===== config.mk =====
export PLATFORM = sky130hd
export DESIGN_NAME = vdma_ctrl
export DESIGN_NICKNAME = d
export VERILOG_FILES = /design/src/rtl/vdma_pkg.sv /design/src/rtl/vdma_regs.sv /design/src/rtl/vdma_addr.sv /design/src/rtl/vdma_fsm.sv /design/src/rtl/vdma_ctrl.sv
export SDC_FILE = /design/constraint.sdc
export NUM_CORES = 1
export LEC_CHECK = 0
export ABC_AREA = 1
export BUFFER_PORTS_ARGS = -buffer_cell sky130_fd_sc_hd__buf_2
export CORE_MARGIN = 8
export CORE_UTILIZATION = 59
export CTS_CLUSTER_DIAMETER = 80
export DETAILED_ROUTE_END_ITERATION = 12
export PLACE_DENSITY = 0.86
export SETUP_SLACK_MARGIN = 0.15
export SLEW_MARGIN = 20
export SYNTH_ARGS = -nofsm -noshare
export SYNTH_HDL_FRONTEND = slang
export SYNTH_SLANG_ARGS = --single-unit
export TNS_END_PERCENT = 30

===== constraint.sdc =====
create_clock -name clk -period 1.7 [get_ports clk]
set_input_delay 0.255 -clock clk [delete_from_list [all_inputs] [get_ports clk]]
set_output_delay 0.255 -clock clk [all_outputs]
set_load 0.005 [all_outputs]

===== src/rtl/vdma_pkg.sv =====
package vdma_pkg;

    localparam int unsigned ADDR_W      = 16;
    localparam int unsigned DATA_W      = 8;
    localparam int unsigned CHUNK_BYTES = 16;
    localparam int unsigned LEN_W       = 7;
    localparam int unsigned VRAM_BASE   = 32'h8000;
    localparam int unsigned VRAM_SPAN   = 32'h2000;

    localparam logic [1:0] VMODE_LINE_GAP = 2'd0;

    localparam logic [2:0] SEL_SRC_HI = 3'd0;
    localparam logic [2:0] SEL_SRC_LO = 3'd1;
    localparam logic [2:0] SEL_DST_HI = 3'd2;
    localparam logic [2:0] SEL_DST_LO = 3'd3;
    localparam logic [2:0] SEL_CTRL   = 3'd4;

    typedef enum logic [1:0] {
        ST_IDLE  = 2'd0,
        ST_ARMED = 2'd1,
        ST_READ  = 2'd2,
        ST_WRITE = 2'd3
    } dma_state_e;

endpackage


===== src/rtl/vdma_regs.sv =====
module vdma_regs
    import vdma_pkg::*;
#(
    parameter int unsigned AW = ADDR_W,
    parameter int unsigned DW = DATA_W
) (
    input  logic          clk,
    input  logic          rst_n,
    input  logic          reg_wr,
    input  logic [2:0]    reg_sel,
    input  logic [DW-1:0] reg_wdata,
    input  logic          busy,
    input  logic          wb_en,
    input  logic [AW-1:0] wb_src,
    input  logic [AW-1:0] wb_dst,
    input  logic [DW-1:0] ctrl_view,
    output logic [DW-1:0] reg_rdata,
    output logic [AW-1:0] src_cfg,
    output logic [AW-1:0] dst_cfg
);

    logic [AW-1:0] src_r;
    logic [AW-1:0] dst_r;

    always_ff @(posedge clk) begin
        if (!rst_n) begin
            src_r <= '0;
            dst_r <= '0;
        end else if (wb_en) begin
            src_r <= wb_src;
            dst_r <= wb_dst;
        end else if (reg_wr && !busy) begin
            case (reg_sel)
                SEL_SRC_HI: src_r[AW-1:DW] <= reg_wdata;
                SEL_SRC_LO: src_r[DW-1:0]  <= reg_wdata;
                SEL_DST_HI: dst_r[AW-1:DW] <= reg_wdata;
                SEL_DST_LO: dst_r[DW-1:0]  <= reg_wdata;
                default: ;
            endcase
        end
    end

    always_comb begin
        case (reg_sel)
            SEL_SRC_HI: reg_rdata = src_r[AW-1:DW];
            SEL_SRC_LO: reg_rdata = src_r[DW-1:0];
            SEL_DST_HI: reg_rdata = dst_r[AW-1:DW];
            SEL_DST_LO: reg_rdata = dst_r[DW-1:0];
            SEL_CTRL:   reg_rdata = ctrl_view;
            default:    reg_rdata = '1;
        endcase
    end

    assign src_cfg = src_r;
    assign dst_cfg = dst_r;


    wb_capture_chk: assert property (@(posedge clk) disable iff (!rst_n)
        wb_en |=> (src_r == $past(wb_src)) && (dst_r == $past(wb_dst)));


    busy_ignore_chk: assert property (@(posedge clk) disable iff (!rst_n)
        (busy && !wb_en) |=> ($stable(src_r) && $stable(dst_r)));

endmodule


===== src/rtl/vdma_addr.sv =====
module vdma_addr
    import vdma_pkg::*;
#(
    parameter int unsigned AW    = ADDR_W,
    parameter int unsigned DW    = DATA_W,
    parameter int unsigned CHUNK = CHUNK_BYTES
) (
    input  logic          clk,
    input  logic          rst_n,
    input  logic          load,
    input  logic [AW-1:0] src_cfg,
    input  logic [AW-1:0] dst_cfg,
    input  logic          rd_phase,
    input  logic          wr_phase,
    input  logic [DW-1:0] bus_rdata,
    output logic [AW-1:0] bus_addr,
    output logic          bus_rd,
    output logic          bus_wr,
    output logic [DW-1:0] bus_wdata,
    output logic [AW-1:0] wb_src,
    output logic [AW-1:0] wb_dst,
    output logic          src_bad
);

    localparam logic [AW-1:0] ALIGN_MASK   = ~AW'(CHUNK - 1);
    localparam logic [AW-1:0] DST_OFF_MASK = AW'(VRAM_SPAN - 1) & ALIGN_MASK;
    localparam logic [AW-1:0] DST_BASE     = AW'(VRAM_BASE);

    logic [AW-1:0] src_aligned;
    logic [AW-1:0] dst_aligned;
    logic [AW-1:0] src_ptr_q;
    logic [AW-1:0] dst_ptr_q;
    logic [31:0]   src_wide;

    always_comb begin
        src_aligned = src_cfg & ALIGN_MASK;
        dst_aligned = (dst_cfg & DST_OFF_MASK) | DST_BASE;
        src_wide    = 32'(src_aligned);
        src_bad     = (src_wide >= VRAM_BASE) && (src_wide < VRAM_BASE + VRAM_SPAN);
    end

    always_ff @(posedge clk) begin
        if (!rst_n) begin
            src_ptr_q <= '0;
            dst_ptr_q <= DST_BASE;
        end else if (load) begin
            src_ptr_q <= src_aligned;
            dst_ptr_q <= dst_aligned;
        end else begin
            if (rd_phase) src_ptr_q <= src_ptr_q + 1'b1;
            if (wr_phase) dst_ptr_q <= dst_ptr_q + 1'b1;
        end
    end

    always_comb begin
        bus_addr  = wr_phase ? dst_ptr_q : src_ptr_q;
        bus_rd    = rd_phase;
        bus_wr    = wr_phase;
        bus_wdata = bus_rdata;
        wb_src    = src_ptr_q;
        wb_dst    = dst_ptr_q + 1'b1;
    end


    src_step_chk: assert property (@(posedge clk) disable iff (!rst_n)
        (rd_phase && !load) |=> src_ptr_q == $past(src_ptr_q) + 1'b1);


    load_align_chk: assert property (@(posedge clk) disable iff (!rst_n)
        load |=> (src_ptr_q[3:0] == 4'd0) && (dst_ptr_q[3:0] == 4'd0) &&
                 (dst_ptr_q[AW-1:13] == 3'b100));

endmodule


===== src/rtl/vdma_fsm.sv =====
module vdma_fsm
    import vdma_pkg::*;
#(
    parameter int unsigned CHUNK = CHUNK_BYTES,
    parameter int unsigned LW    = LEN_W
) (
    input  logic        clk,
    input  logic        rst_n,
    input  logic        ctrl_wr,
    input  logic [LW:0] ctrl_wdata,
    input  logic [1:0]  vid_mode,
    input  logic        hblank_pulse,
    input  logic        src_bad,
    output logic        load_ptrs,
    output logic        rd_phase,
    output logic        wr_phase,
    output logic        chunk_done,
    output logic        busy,
    output logic [LW:0] ctrl_view
);

    localparam int unsigned CNT_W = $clog2(CHUNK);
    localparam logic [CNT_W-1:0] LAST_CNT = CNT_W'(CHUNK - 1);

    dma_state_e       state_q, state_d;
    logic [LW:0]      len_q;
    logic             hb_active_q;
    logic [CNT_W-1:0] byte_cnt_q;

    logic in_window, new_hb, accept, go_now, cancel, hb_start, last_byte, len_zero;

    always_comb begin
        in_window = (vid_mode == VMODE_LINE_GAP);
        new_hb    = ctrl_wdata[LW];
        accept    = ctrl_wr && !src_bad && ((state_q == ST_IDLE) || (state_q == ST_ARMED));
        go_now    = (!hb_active_q && !new_hb) || in_window;
        cancel    = accept && !new_hb && hb_active_q && !go_now;
        hb_start  = (state_q == ST_ARMED) && !accept && hblank_pulse && in_window;
        last_byte = (state_q == ST_WRITE) && (byte_cnt_q == LAST_CNT);
        len_zero  = (len_q == '0);
    end

    always_comb begin
        state_d = state_q;
        unique case (state_q)
            ST_IDLE, ST_ARMED: begin
                if (accept) begin
                    if (go_now)      state_d = ST_READ;
                    else if (new_hb) state_d = ST_ARMED;
                    else             state_d = ST_IDLE;
                end else if (hb_start) begin
                    state_d = ST_READ;
                end
            end
            ST_READ:  state_d = ST_WRITE;
            ST_WRITE: begin
                if (!last_byte)       state_d = ST_READ;
                else if (len_zero)    state_d = ST_IDLE;
                else if (hb_active_q) state_d = ST_ARMED;
                else                  state_d = ST_READ;
            end
            default: state_d = ST_IDLE;
        endcase
    end

    always_ff @(posedge clk) begin
        if (!rst_n) state_q <= ST_IDLE;
        else        state_q <= state_d;
    end

    always_ff @(posedge clk) begin
        if (!rst_n) begin
            len_q       <= '1;
            hb_active_q <= 1'b0;
            byte_cnt_q  <= '0;
        end else if (accept) begin
            hb_active_q <= new_hb;
            len_q       <= cancel ? '1 : {1'b0, ctrl_wdata[LW-1:0]};
            byte_cnt_q  <= '0;
        end else if (hb_start) begin
            byte_cnt_q  <= '0;
        end else if (state_q == ST_WRITE) begin
            byte_cnt_q <= last_byte ? '0 : byte_cnt_q + 1'b1;
            if (last_byte) begin
                len_q <= len_q - 1'b1;
                if (len_zero) hb_active_q <= 1'b0;
            end
        end
    end

    always_comb begin
        rd_phase   = (state_q == ST_READ);
        wr_phase   = (state_q == ST_WRITE);
        busy       = rd_phase || wr_phase;
        chunk_done = last_byte;
        load_ptrs  = accept;
        ctrl_view  = (state_q == ST_IDLE) ? '1 : {1'b0, len_q[LW-1:0]};
    end


    rd_then_wr_chk: assert property (@(posedge clk) disable iff (!rst_n)
        (state_q == ST_READ) |=> (state_q == ST_WRITE));


    final_chunk_chk: assert property (@(posedge clk) disable iff (!rst_n)
        (last_byte && len_zero) |=> (state_q == ST_IDLE) && (len_q == '1) && !hb_active_q);


    reject_chk: assert property (@(posedge clk) disable iff (!rst_n)
        (ctrl_wr && src_bad && state_q == ST_IDLE) |=> (state_q == ST_IDLE) && $stable(len_q));


    hb_gate_chk: assert property (@(posedge clk) disable iff (!rst_n)
        (state_q == ST_ARMED && !ctrl_wr && !in_window) |=> (state_q == ST_ARMED));


    coincide_chk: assert property (@(posedge clk) disable iff (!rst_n)
        (accept && hblank_pulse && in_window) |=> (state_q == ST_READ) && (byte_cnt_q == '0));

endmodule


===== src/rtl/vdma_ctrl.sv =====
module vdma_ctrl
    import vdma_pkg::*;
#(
    parameter int unsigned AW    = ADDR_W,
    parameter int unsigned DW    = DATA_W,
    parameter int unsigned CHUNK = CHUNK_BYTES,
    parameter int unsigned LW    = LEN_W
) (
    input  logic          clk,
    input  logic          rst_n,
    input  logic          reg_wr,
    input  logic [2:0]    reg_sel,
    input  logic [DW-1:0] reg_wdata,
    output logic [DW-1:0] reg_rdata,
    input  logic [1:0]    vid_mode,
    input  logic          hblank_pulse,
    output logic          cpu_stall,
    output logic [AW-1:0] bus_addr,
    output logic          bus_rd,
    output logic          bus_wr,
    output logic [DW-1:0] bus_wdata,
    input  logic [DW-1:0] bus_rdata
);

    logic          ctrl_wr;
    logic          load_ptrs, rd_phase, wr_phase, chunk_done, busy, src_bad;
    logic [LW:0]   ctrl_view;
    logic [AW-1:0] src_cfg, dst_cfg, wb_src, wb_dst;

    assign ctrl_wr   = reg_wr && (reg_sel == SEL_CTRL);
    assign cpu_stall = busy;

    vdma_regs #(.AW(AW), .DW(DW)) u_regs (
        .clk       (clk),
        .rst_n     (rst_n),
        .reg_wr    (reg_wr),
        .reg_sel   (reg_sel),
        .reg_wdata (reg_wdata),
        .busy      (busy),
        .wb_en     (chunk_done),
        .wb_src    (wb_src),
        .wb_dst    (wb_dst),
        .ctrl_view (DW'(ctrl_view)),
        .reg_rdata (reg_rdata),
        .src_cfg   (src_cfg),
        .dst_cfg   (dst_cfg)
    );

    vdma_addr #(.AW(AW), .DW(DW), .CHUNK(CHUNK)) u_addr (
        .clk       (clk),
        .rst_n     (rst_n),
        .load      (load_ptrs),
        .src_cfg   (src_cfg),
        .dst_cfg   (dst_cfg),
        .rd_phase  (rd_phase),
        .wr_phase  (wr_phase),
        .bus_rdata (bus_rdata),
        .bus_addr  (bus_addr),
        .bus_rd    (bus_rd),
        .bus_wr    (bus_wr),
        .bus_wdata (bus_wdata),
        .wb_src    (wb_src),
        .wb_dst    (wb_dst),
        .src_bad   (src_bad)
    );

    vdma_fsm #(.CHUNK(CHUNK), .LW(LW)) u_fsm (
        .clk          (clk),
        .rst_n        (rst_n),
        .ctrl_wr      (ctrl_wr),
        .ctrl_wdata   (reg_wdata[LW:0]),
        .vid_mode     (vid_mode),
        .hblank_pulse (hblank_pulse),
        .src_bad      (src_bad),
        .load_ptrs    (load_ptrs),
        .rd_phase     (rd_phase),
        .wr_phase     (wr_phase),
        .chunk_done   (chunk_done),
        .busy         (busy),
        .ctrl_view    (ctrl_view)
    );


    one_bus_op_chk: assert property (@(posedge clk) disable iff (!rst_n)
        !(bus_rd && bus_wr));


    wr_follows_rd_chk: assert property (@(posedge clk) disable iff (!rst_n)
        bus_wr |-> $past(bus_rd));

endmodule


==> impl_metrics.ini <==
[sta]
relSlewSlack_pct = 71.13
min_period_ns = 1.699
rsz0062_at_grt = true
worst_slack_ns = 0.0008664
finalHoldViolations = 0
slew_violations = 0
worstMarginPinSlew_ns = 0.4326
fmax_mhz = 588.5
setup_viol = 0
fin_skew_ns = 0.01366
fin_hold_ws_ns = 0.1800
setup-tns-final_ns = 0
finalCritPeriodShare_pct = 99.95

[worst_setup_path]
crit_fanout = 8
start_kind = flip-flop
arrival_ns = 1.44
critPathKind = flip-flop to output pin
cp.required_ns = 1.44
critPathCaptureType = output pin

[placement]
dp.cells = 997
gp_congestion = 1.007
hpwl_um = 12130
place_ws_ns = 0.02904
port_buffers = 43

[finish]
layout-drive-gt1-share_pct = 22.60
antennaDiodeCount = 0
nNetsFinal = 954
multi_input_area_um2 = 3237
instances_no_fill = 1037
syn_to_final_growth_pct = 24.00
ff_latch_area_um2 = 1603
fill_cells = 647

[clock_tree]
clock-sinks = 79
clkTransAtPathRegs_ns = 0.09
htreeDepth = 3
hold_buffers = 0
cts_tree = yes
clk_latency_ns = 0.36
cts_root_buf = clkbuf_8
numCtsBuffers = 9
cts_buffer_depth = 2

[logic_synthesis]
synthArstFlopShare_pct = 0
synth_common_cells = nand2_1, inv_1, nand3_1, dfxtp_1, nor2_1
ys_seq_area_share_pct = 30.55
synth_most_common_cell = nand2_1
synth_top_flop_cell = dfxtp_1
synth_edf_count = 0
synth_cell_type_count = 41
syn-num-nets = 874
synth_area_leaders = dfxtp_1, nand2_1, nand3_1
synth_area_um2 = 5176
syn_inst = 844
ys_ff_latch = 79
ys_warn_count = 0
synth.avg_cell_area_um2 = 6.133
yosysTopAreaCell = dfxtp_1
yosysTopAreaCellShare_pct = 30.55

[run]
cap_viol_max_count = 0

[die]
core_um2 = 8636
die-width_um = 109.7
io_pins = 60
dieArea_um2 = 12030
start_util_pct = 59.94
die_y_um = 109.7
num_rows = 34

[pwr]
peakVddDrop_mv = 0.3385
pwr_density_cell_nw_per_um2 = 594.1
power_leakage_nw = 2.720

[global_route]
track_usage_pct = 27.56
grt_max_degree = 52
antenna_found_initial = 0
grt_pass1_wl_um = 26120
grt_pass1_vias = 5224
grt_overflow = 0

[route]
wl_per_cell_um = 18.28
drcViolationCount = 0
routed_via_density = 6.060
routed_wl_um = 18960
drtAntennaViolNets = 0
drt-pass1-iter-count = 8
via_count = 6284
drt_iter0_markers = 1074

[worst_hold_path]
hold_path_class = input pin to flip-flop

[status]
outcome = finished clean
repair_timing:
| item | CTS | global route |
|---|---|---|
| gates cloned | 0 | 6 |
| setup endpoints to repair | 80 | 99 |
| endpoints found under the hold margin | 0 | 0 |
| buffers inserted | 9 | 9 |
| pin swaps | 7 | 33 |
| gates resized for setup | 23 | 94 |
layout make-up:
class,instances,area share (%)
Tap cell,108,2.105
Multi-Input combinational cell,627,50.43
Timing Repair Buffer,104,13.29
Clock inverter,6,1.053
Clock buffer,10,1.988
Sequential cell,79,24.97
Inverter,103,6.160
flip-flops by register name, indices dropped and copies added (netlist names):
register and flops:
u_fsm.hb_active_q 1, u_fsm.len_q 8, u_regs.dst_cfg 16, u_addr.dst_ptr_q 16
u_fsm.byte_cnt_q 4, u_fsm.state_q 2, u_regs.src_cfg 16, u_addr.wb_src 16
stage by stage:
stage          power (mW)  utilization [%]  instance area (µm²)
6_report            3.813            74.33                 6419
5_1_grt             3.901            74.33                 6419
4_1_cts             3.739            68.42                 5908
3_5_place_dp        2.314            64.62                 5580
3_3_place_gp        2.312            64.62                 5580
2_1_floorplan       2.173                -                 5176
worst max-delay path, cell delays in order (launching register included):
cell,delay [ns]
dfxtp_4,0.41
inv_4,0.06
nand2_8,0.10
a21oi_2,0.06
a21oi_1,0.13
nand4_1,0.15
buf_2,0.16
worst paths after layout:
check,start,endpoint,slack [ns],depth (start not counted)
worst max-delay path,u_fsm.state_q[1]$_SDFFE_PN0P_,reg_rdata[3],0.0009,6
worst min-delay path,reg_wdata[0],u_fsm.len_q[0]$_SDFFE_PN1P_,0.18,5
worst max register to register,u_fsm.state_q[1]$_SDFFE_PN0P_,u_addr.wb_src[11]$_SDFFE_PN0P_,0.02,9
worst min register to register,u_fsm.len_q[7]$_SDFFE_PN1P_,u_fsm.len_q[7]$_SDFFE_PN1P_,0.50,2
logic make-up after synthesis:
family	synth area share [%]
adders and majority gates	1.209
DFF	30.55
AOI/OAI and AO/OA	12.79
buffers and inverters	12.57
and+or+nand+nor	41.70
xor gates and xnor gates	1.184
metal layers:
metal / share of wire (%) / global-route usage, % / up-vias
met2: 45 / 42.38 / 548
met3: 13 / 4.338 / 96
met4: 4.6 / 10.90 / 0
li1: - / - / 2884
met5: 0 / 0 / -
met1: 37 / 37.75 / 2756
where the power goes:
part / leakage (nW) / internal, mW / switching (mW) / total [mW]
combinational: 1.98 / 0.156 / 0.278 / 0.434
clock: 0.0933 / 0.688 / 0.779 / 1.47
sequential: 0.644 / 1.88 / 0.0359 / 1.91
placed cells by master (no fill, tap or decap), types with 4 or more instances in the layout:
| cell type | n |
|---|---|
| nand2_1 | 273 |
| inv_1 | 92 |
| nand3_1 | 88 |
| dfxtp_1 | 70 |
| nor2_1 | 65 |
| buf_4 | 44 |
| buf_2 | 40 |
| a31oi_1 | 31 |
| a21oi_1 | 29 |
| nand4_1 | 22 |
| o21ai_0 | 21 |
| nor2_4 | 11 |
| nor2_2 | 11 |
| a21oi_2 | 10 |
| nand2_2 | 10 |
| o21ai_2 | 9 |
| clkbuf_8 | 9 |
| buf_6 | 8 |
| inv_2 | 7 |
| xor2_1 | 6 |
| o21ai_4 | 5 |
| dfxtp_2 | 5 |
| nand2_4 | 4 |
| ha_1 | 4 |
| clkbuf_16 | 4 |
| buf_12 | 4 |
| dfxtp_4 | 4 |
Note: power is estimated with default switching activity, not from simulation.
